$ cat src/rtl/mdio_pkg.sv
package mdio_pkg;
  localparam int PHY_W  = 5;
  localparam int REG_W  = 5;
  localparam int DATA_W = 16;
  localparam int DIV_W  = 4;
  localparam int HALF_W = DIV_W + 1;
  localparam int BODY_W = 32;

  typedef enum logic [1:0] {
    OP_WR = 2'b01,
    OP_RD = 2'b10
  } mdio_op_e;

  typedef struct packed {
    logic              wr;
    logic [PHY_W-1:0]  phy;
    logic [REG_W-1:0]  regn;
    logic [DATA_W-1:0] wdata;
    logic [DIV_W-1:0]  div;
  } mdio_req_t;

  // MDC half period in block clocks for a divider setting
  function automatic logic [HALF_W-1:0] half_cycles(input logic [DIV_W-1:0] div);
    half_cycles = {1'b0, div} + {{(HALF_W-1){1'b0}}, 1'b1};
  endfunction

  // Frame after the preamble: start, opcode, addresses, turnaround, data
  function automatic logic [BODY_W-1:0] frame_body(input mdio_req_t r);
    mdio_op_e op;
    op = r.wr ? OP_WR : OP_RD;
    frame_body = {2'b01, op, r.phy, r.regn, 2'b10,
                  r.wr ? r.wdata : {DATA_W{1'b1}}};
  endfunction
endpackage

$ cat src/rtl/mdio_clkdiv.sv
module mdio_clkdiv #(
  parameter int HALF_W = 5
) (
  input  logic              clk,
  input  logic              rst_n,
  input  logic              run,
  input  logic [HALF_W-1:0] half,
  output logic              mdc,
  output logic              rise,
  output logic              fall
);
  localparam logic [HALF_W-1:0] ONE = {{(HALF_W-1){1'b0}}, 1'b1};

  logic [HALF_W-1:0] cnt;
  logic              tick;

  assign tick = run && (cnt == (half - ONE));
  assign rise = tick && !mdc;
  assign fall = tick && mdc;

  always_ff @(posedge clk or negedge rst_n) begin
    if (!rst_n) begin
      cnt <= '0;
      mdc <= 1'b0;
    end else if (!run) begin
      cnt <= '0;
      mdc <= 1'b0;
    end else if (tick) begin
      cnt <= '0;
      mdc <= ~mdc;
    end else begin
      cnt <= cnt + ONE;
    end
  end
endmodule

$ cat src/rtl/mdio_shifter.sv
module mdio_shifter
  import mdio_pkg::*;
#(
  parameter int PRE_LEN = 32
) (
  input  logic              clk,
  input  logic              rst_n,
  input  logic              load,
  input  mdio_req_t         req,
  input  logic              rise,
  input  logic              fall,
  input  logic              mdio_i,
  output logic              busy,
  output logic              mdio_o,
  output logic              mdio_oe,
  output logic              last,
  output logic [DATA_W-1:0] rd_word
);
  localparam int FRAME_W = PRE_LEN + BODY_W;
  localparam int IDX_W   = $clog2(FRAME_W);
  localparam logic [IDX_W-1:0] LAST_IDX = IDX_W'(FRAME_W - 1);
  localparam logic [IDX_W-1:0] TA_IDX   = IDX_W'(PRE_LEN + 14);
  localparam logic [IDX_W-1:0] ONE      = {{(IDX_W-1){1'b0}}, 1'b1};

  logic [FRAME_W-1:0] sr;
  logic [IDX_W-1:0]   idx;
  logic               is_rd;
  logic [DATA_W-1:0]  cap;

  assign last    = busy && fall && (idx == LAST_IDX);
  assign mdio_o  = busy && sr[FRAME_W-1];
  assign mdio_oe = busy && !(is_rd && (idx >= TA_IDX));
  assign rd_word = cap;

  always_ff @(posedge clk or negedge rst_n) begin
    if (!rst_n) begin
      sr    <= '0;
      idx   <= '0;
      busy  <= 1'b0;
      is_rd <= 1'b0;
      cap   <= '0;
    end else if (load) begin
      sr    <= {{PRE_LEN{1'b1}}, frame_body(req)};
      idx   <= '0;
      busy  <= 1'b1;
      is_rd <= !req.wr;
      cap   <= '0;
    end else if (busy) begin
      if (rise && is_rd)
        cap <= {cap[DATA_W-2:0], mdio_i};
      if (fall) begin
        sr  <= sr << 1;
        idx <= idx + ONE;
        if (last)
          busy <= 1'b0;
      end
    end
  end
endmodule

$ cat src/rtl/mdio_mgmt_unit.sv
module mdio_mgmt_unit
  import mdio_pkg::*;
#(
  parameter int ADDR_W  = 16,
  parameter int CFG_W   = 8,
  parameter int PHY_LSB = 8,
  parameter int DIV_LSB = 2,
  parameter int PRE_LEN = 32
) (
  input  logic              clk,
  input  logic              rst_n,
  input  logic [ADDR_W-1:0] mgmt_addr,
  input  logic [CFG_W-1:0]  mgmt_cfg,
  input  logic [DATA_W-1:0] wr_data,
  input  logic              op_write,
  input  logic              cmd_go,
  output logic [DATA_W-1:0] rd_data,
  output logic              busy,
  output logic              mdc,
  output logic              mdio_o,
  output logic              mdio_oe,
  input  logic              mdio_i
);
  logic              cmd_q;
  logic              start_evt;
  logic              done_evt;
  logic              done_rd;
  logic              mdc_rise;
  logic              mdc_fall;
  logic [DATA_W-1:0] rd_word;
  mdio_req_t         req_next;
  mdio_req_t         req_q;

  always_comb begin
    req_next.wr    = op_write;
    req_next.phy   = mgmt_addr[PHY_LSB +: PHY_W];
    req_next.regn  = mgmt_addr[0 +: REG_W];
    req_next.wdata = wr_data;
    req_next.div   = mgmt_cfg[DIV_LSB +: DIV_W];
  end

  assign start_evt = cmd_go && !cmd_q && !busy;
  assign done_rd   = done_evt && !req_q.wr;

  always_ff @(posedge clk or negedge rst_n) begin
    if (!rst_n) begin
      cmd_q   <= 1'b0;
      req_q   <= '0;
      rd_data <= '0;
    end else begin
      cmd_q <= cmd_go;
      if (start_evt)
        req_q <= req_next;
      if (done_rd)
        rd_data <= rd_word;
    end
  end

  mdio_clkdiv #(.HALF_W(HALF_W)) u_div (
    .clk   (clk),
    .rst_n (rst_n),
    .run   (busy),
    .half  (half_cycles(req_q.div)),
    .mdc   (mdc),
    .rise  (mdc_rise),
    .fall  (mdc_fall)
  );

  mdio_shifter #(.PRE_LEN(PRE_LEN)) u_shift (
    .clk     (clk),
    .rst_n   (rst_n),
    .load    (start_evt),
    .req     (req_next),
    .rise    (mdc_rise),
    .fall    (mdc_fall),
    .mdio_i  (mdio_i),
    .busy    (busy),
    .mdio_o  (mdio_o),
    .mdio_oe (mdio_oe),
    .last    (done_evt),
    .rd_word (rd_word)
  );
endmodule

$ cat config.mk
export PLATFORM = sky130hd
export DESIGN_NAME = mdio_mgmt_unit
export DESIGN_NICKNAME = d
export VERILOG_FILES = /design/src/rtl/mdio_pkg.sv /design/src/rtl/mdio_clkdiv.sv /design/src/rtl/mdio_shifter.sv /design/src/rtl/mdio_mgmt_unit.sv
export SDC_FILE = /design/constraint.sdc
export NUM_CORES = 1
export LEC_CHECK = 0
export ABC_AREA = 1
export BUFFER_PORTS_ARGS = -buffer_cell sky130_fd_sc_hd__buf_4
export CAP_MARGIN = 5
export CORE_MARGIN = 2
export CORE_UTILIZATION = 35
export CTS_BUF_LIST = sky130_fd_sc_hd__clkbuf_4 sky130_fd_sc_hd__clkbuf_8 sky130_fd_sc_hd__clkbuf_16
export CTS_CLUSTER_DIAMETER = 80
export DETAILED_ROUTE_END_ITERATION = 10
export PLACE_DENSITY = 0.52
export SLEW_MARGIN = 10
export SYNTH_ARGS = -nofsm -noshare
export SYNTH_HDL_FRONTEND = slang
export SYNTH_SLANG_ARGS = --single-unit
export TNS_END_PERCENT = 5
$ cat constraint.sdc
create_clock -name clk -period 1.5 [get_ports clk]
set_input_delay 0.15 -clock clk [delete_from_list [all_inputs] [get_ports clk]]
set_output_delay 0.15 -clock clk [all_outputs]
set_load 0.02 [all_outputs]
==> metrics.log <==
[metrics] count of non-filler cells in the finished layout: 908
[metrics] highest-delay cell along the critical path: dfrtp_1
[metrics] antenna violations before repair: 0
[metrics] DRC viols: 0
[metrics] Initial Utilization: between 30 and 40%
[metrics] Antenna diodes: 0
[metrics] Yosys warning total: 0
[metrics] power density of the placed cells: 1650 nW/um^2
[metrics] final worst path period share: 112%
[metrics] Fillers: 1,400
[metrics] horizontal extent of the die: 127 um
[metrics] vertical die dimension: 127 um
[metrics] clock slew seen by the registers of the worst setup and hold paths: roughly 0.06 ns
[metrics] Worst VDD drop: 0.000756 V
[metrics] leakage power summed over all cells: 3.65 nW
[metrics] Post-Syn Area: between 5000 and 6000 um^2
[metrics] I/O pin count: between 60 and 70
[metrics] dominant register cell in the synthesized netlist: dfrtp_1
[metrics] Min-Delay Path Class: primary input to register
[metrics] global-route wire length before repair: 20,100 um
[metrics] required time at the endpoint of the critical path: approximately 1.4 ns
[metrics] area overhead of the layout relative to synthesis: 32.8%
[metrics] final net count: 759
[metrics] Period minus WS final: 1.68 ns
[metrics] routed vias: 4,269
[metrics] number of levels in the clock H-tree: 4
[metrics] largest fanout of any net on the critical path: 3
[metrics] syn nets: between 600 and 700
[metrics] core footprint: around 15,000 um^2
[metrics] routed vias/inst: 4.70
[metrics] EDFF count, synth: 0
[metrics] clock latency of the later-clocked register in the worst-skew pair: 0.41 ns
[metrics] source of the critical timing path: u_shift.idx[1]
[metrics] Root Buffer: clkbuf_16
[metrics] DRT antenna net count: 0
[metrics] Num CTS Buffers: 17
[metrics] unrepaired setup endpoints after global routing: yes
[metrics] endpoint of the worst setup timing path: mdio_oe
[metrics] post-synthesis async set-or-reset flop share: 100%
[metrics] CTS tree: built
[metrics] worst reg2reg setup slack: -0.14 ns
[metrics] capturing element type of the critical path: output port
[metrics] largest net degree at the start of global routing: 50
[metrics] R2R cell count: 7
[metrics] register bit total from synthesis: about 120
[metrics] area of the die: 16,000 um^2
[metrics] pre-CTS worst setup slack: -0.103 ns
[metrics] number of buffers inserted by port buffering: 54
[metrics] length of the first detailed-routing pass in iterations: 4
[metrics] Final GP Congestion: 0.777
[metrics] fraction of final layout cells sized beyond drive strength 1: between 20% and 30%
[metrics] clock sink count: 116
[metrics] number of standard-cell rows in the floorplan: 44
[metrics] Routed WL per cell: around 13 um
[metrics] FMAX: slightly below 600 MHz
[metrics] outcome: finished, violations left
[metrics] Placement Cell Area: 6020 um^2
[metrics] startpoint of the lowest-slack register-to-register path: u_shift.idx[0]
[metrics] maximum buffer depth of the clock tree: 2
[metrics] number of global-route vias before repair: 4,360
[metrics] synthesized instance count: about 610
[metrics] crit-path max cell delay: 0.40 ns
[metrics] number of setup violations in the final report: 53
[metrics] sequence of cells on the critical path: ha_2 -> nor2_2 -> o21ai_2 -> a31oi_2 -> buf_4
[metrics] worst slew pin tran: 0.370 ns
[metrics] fraction of the yosys area taken by sequential cells: 55.2%
[metrics] Clock Skew: about 0.0066 ns
[metrics] failing checks: negative setup slack
[metrics] final wirelength: 11,700 um
[metrics] design area: 6980 um^2
[metrics] post-synth cell types: 33
[metrics] number of DRC markers in iteration 0: roughly 240
[metrics] gr usage total: between 15 and 20%
[metrics] post-detailed-placement half-perimeter wirelength: around 7400 um
[metrics] total congestion overflow: 0
[metrics] cell family with most CP delay: flip-flops
[metrics] Slew HR: 75.3%
[metrics] Worst Slack Setup Final: -0.184 ns
[metrics] capture instance of the worst register-to-register path: rd_data[10]
[metrics] nature of the critical path startpoint: register
[metrics] number of hold-slack violations in the final timing report: 0
[metrics] CP Depth: 5
[metrics] type of the worst setup path: register to output port
[metrics] number of instances in the placed design: 851
[metrics] WP buf/inv: 1
[metrics] Avg Cell Area, Syn: 8.65 um^2
[metrics] number of max-slew violations in the final report: 0
[metrics] number of max-capacitance violations reported: 0
[metrics] worst endpoint data arrival time: 1.53 ns
## stage by stage
stage | total power, mW | setup TNS, ns | utilization [%] | hold WS, ns
after global routing | 12.3 | -11.45 | 47.8 | 0.0492
after detailed placement | 7.36 | -2.35 | 41.3 | 0.0403
after global placement | 7.22 | -2.14 | 41.3 | 0.0430
after CTS | 11.5 | -1.23 | 46.9 | 0.0443
final | 11.5 | -2.32 | 47.8 | 0.0538
after floorplan | 6.54 | -0.130 | - | -0.146
## synth_stat cells (3+ instances only)
master | number | share of area, %
dfrtp_1 | 116 | 55
buf_4 | 13 | 1.9
buf_6 | 10 | 2.1
nand3_1 | 13 | 1.2
ha_1 | 3 | 0.71
nor2_1 | 19 | 1.4
o21ai_0 | 12 | 1.1
inv_1 | 27 | 1.9
o21ai_1 | 8 | 0.76
nand2_1 | 278 | 20
xor2_1 | 5 | 0.83
a21oi_1 | 38 | 3.6
o22a_1 | 14 | 2.3
buf_2 | 7 | 0.67
nand4_1 | 17 | 2.0
## worst min-delay path: cells and delay by family
family	cells	cell delay [ns]
compound gates	1	0.11
buf+inv	1	0.08
simple gates	2	0.10
## cell usage in the layout, fill, tap and decap left out, drive strengths merged
master,instances
a21oi,38
a31oi,1
buf,98
bufinv,2
clkbuf,22
clkinv,6
clkinvlp,3
dfrtp,116
dlygate4sd3,18
ha,3
inv,30
nand2,282
nand3,15
nand3b,2
nand4,19
nor2,23
nor3,3
nor3b,1
o21a,1
o21ai,20
o22a,14
o22ai,1
xnor2,1
xor2,5
## registers in the layout (all words and copies together) (netlist names)
| register | count |
|---|---|
| u_div.cnt | 5 |
| u_shift.is_rd | 1 |
| u_shift.rd_word | 16 |
| u_shift.sr | 64 |
| rd_data | 16 |
| req_q | 5 |
| u_shift.idx | 6 |
| u_shift.busy | 1 |
| cmd_q | 1 |
| u_div.mdc | 1 |
## cell families (layout without fill, tap and decap cells)
group                    Yosys count  after routing  synth area share, %
XOR/XNOR                           6              6                 1.00
flip-flops                       116            116                 55.2
buffers and inverters             64            179                 7.09
AO/OA/AOI/OAI                     75             75                 8.24
adder cells (fa/ha/maj)            3              3                0.714
AND/OR/NAND/NOR                  344            345                 27.7
## per-layer routing
metal  wire, um  GRT usage (%)  vias to the layer above
met2       5610           25.5                       90
met1       5530           19.2                     2025
li1           -              -                     2146
met3        419           4.39                        8
met5          0              0                        -
met4        123           6.01                        0
## what timing repair did
item,CTS,global route
gates resized for setup,10,31
gates cloned,0,2
endpoints found under the setup margin,86,105
hold endpoints to repair,133,0
setup buffers,4,1
hold buffers,18,0
pin swaps,5,9
## final cells by class
type / count / area [um^2] / share of cell area [%]
multi-input combinational: 429 / 2090 / 30.0
clock inverter: 10 / 108 / 1.54
sequential: 116 / 2900 / 41.6
clock buffer: 22 / 469 / 6.72
tap: 184 / 230 / 3.30
inverter: 31 / 116 / 1.67
timing repair buffer: 116 / 1060 / 15.2
## how the worst min path moves through the flow
stage,slack [ns],end,cells after the start,start
finish,0.05,u_shift.sr[11],4,wr_data[11]
global placement,0.04,rd_data[1],1,rst_n
global route,0.05,u_shift.sr[12],4,wr_data[12]
floorplan,-0.15,cmd_q,0,rst_n
CTS,0.04,u_shift.sr[11],4,wr_data[11]
detailed placement,0.04,rd_data[1],1,rst_n
## report_power, final
| part | switching [mW] | internal (mW) |
|---|---|---|
| Clock | 1.40 | 2.54 |
| Sequential | 0.631 | 4.22 |
| Combinational | 1.41 | 1.28 |
No activity file was read; power rests on OpenSTA's default activity.
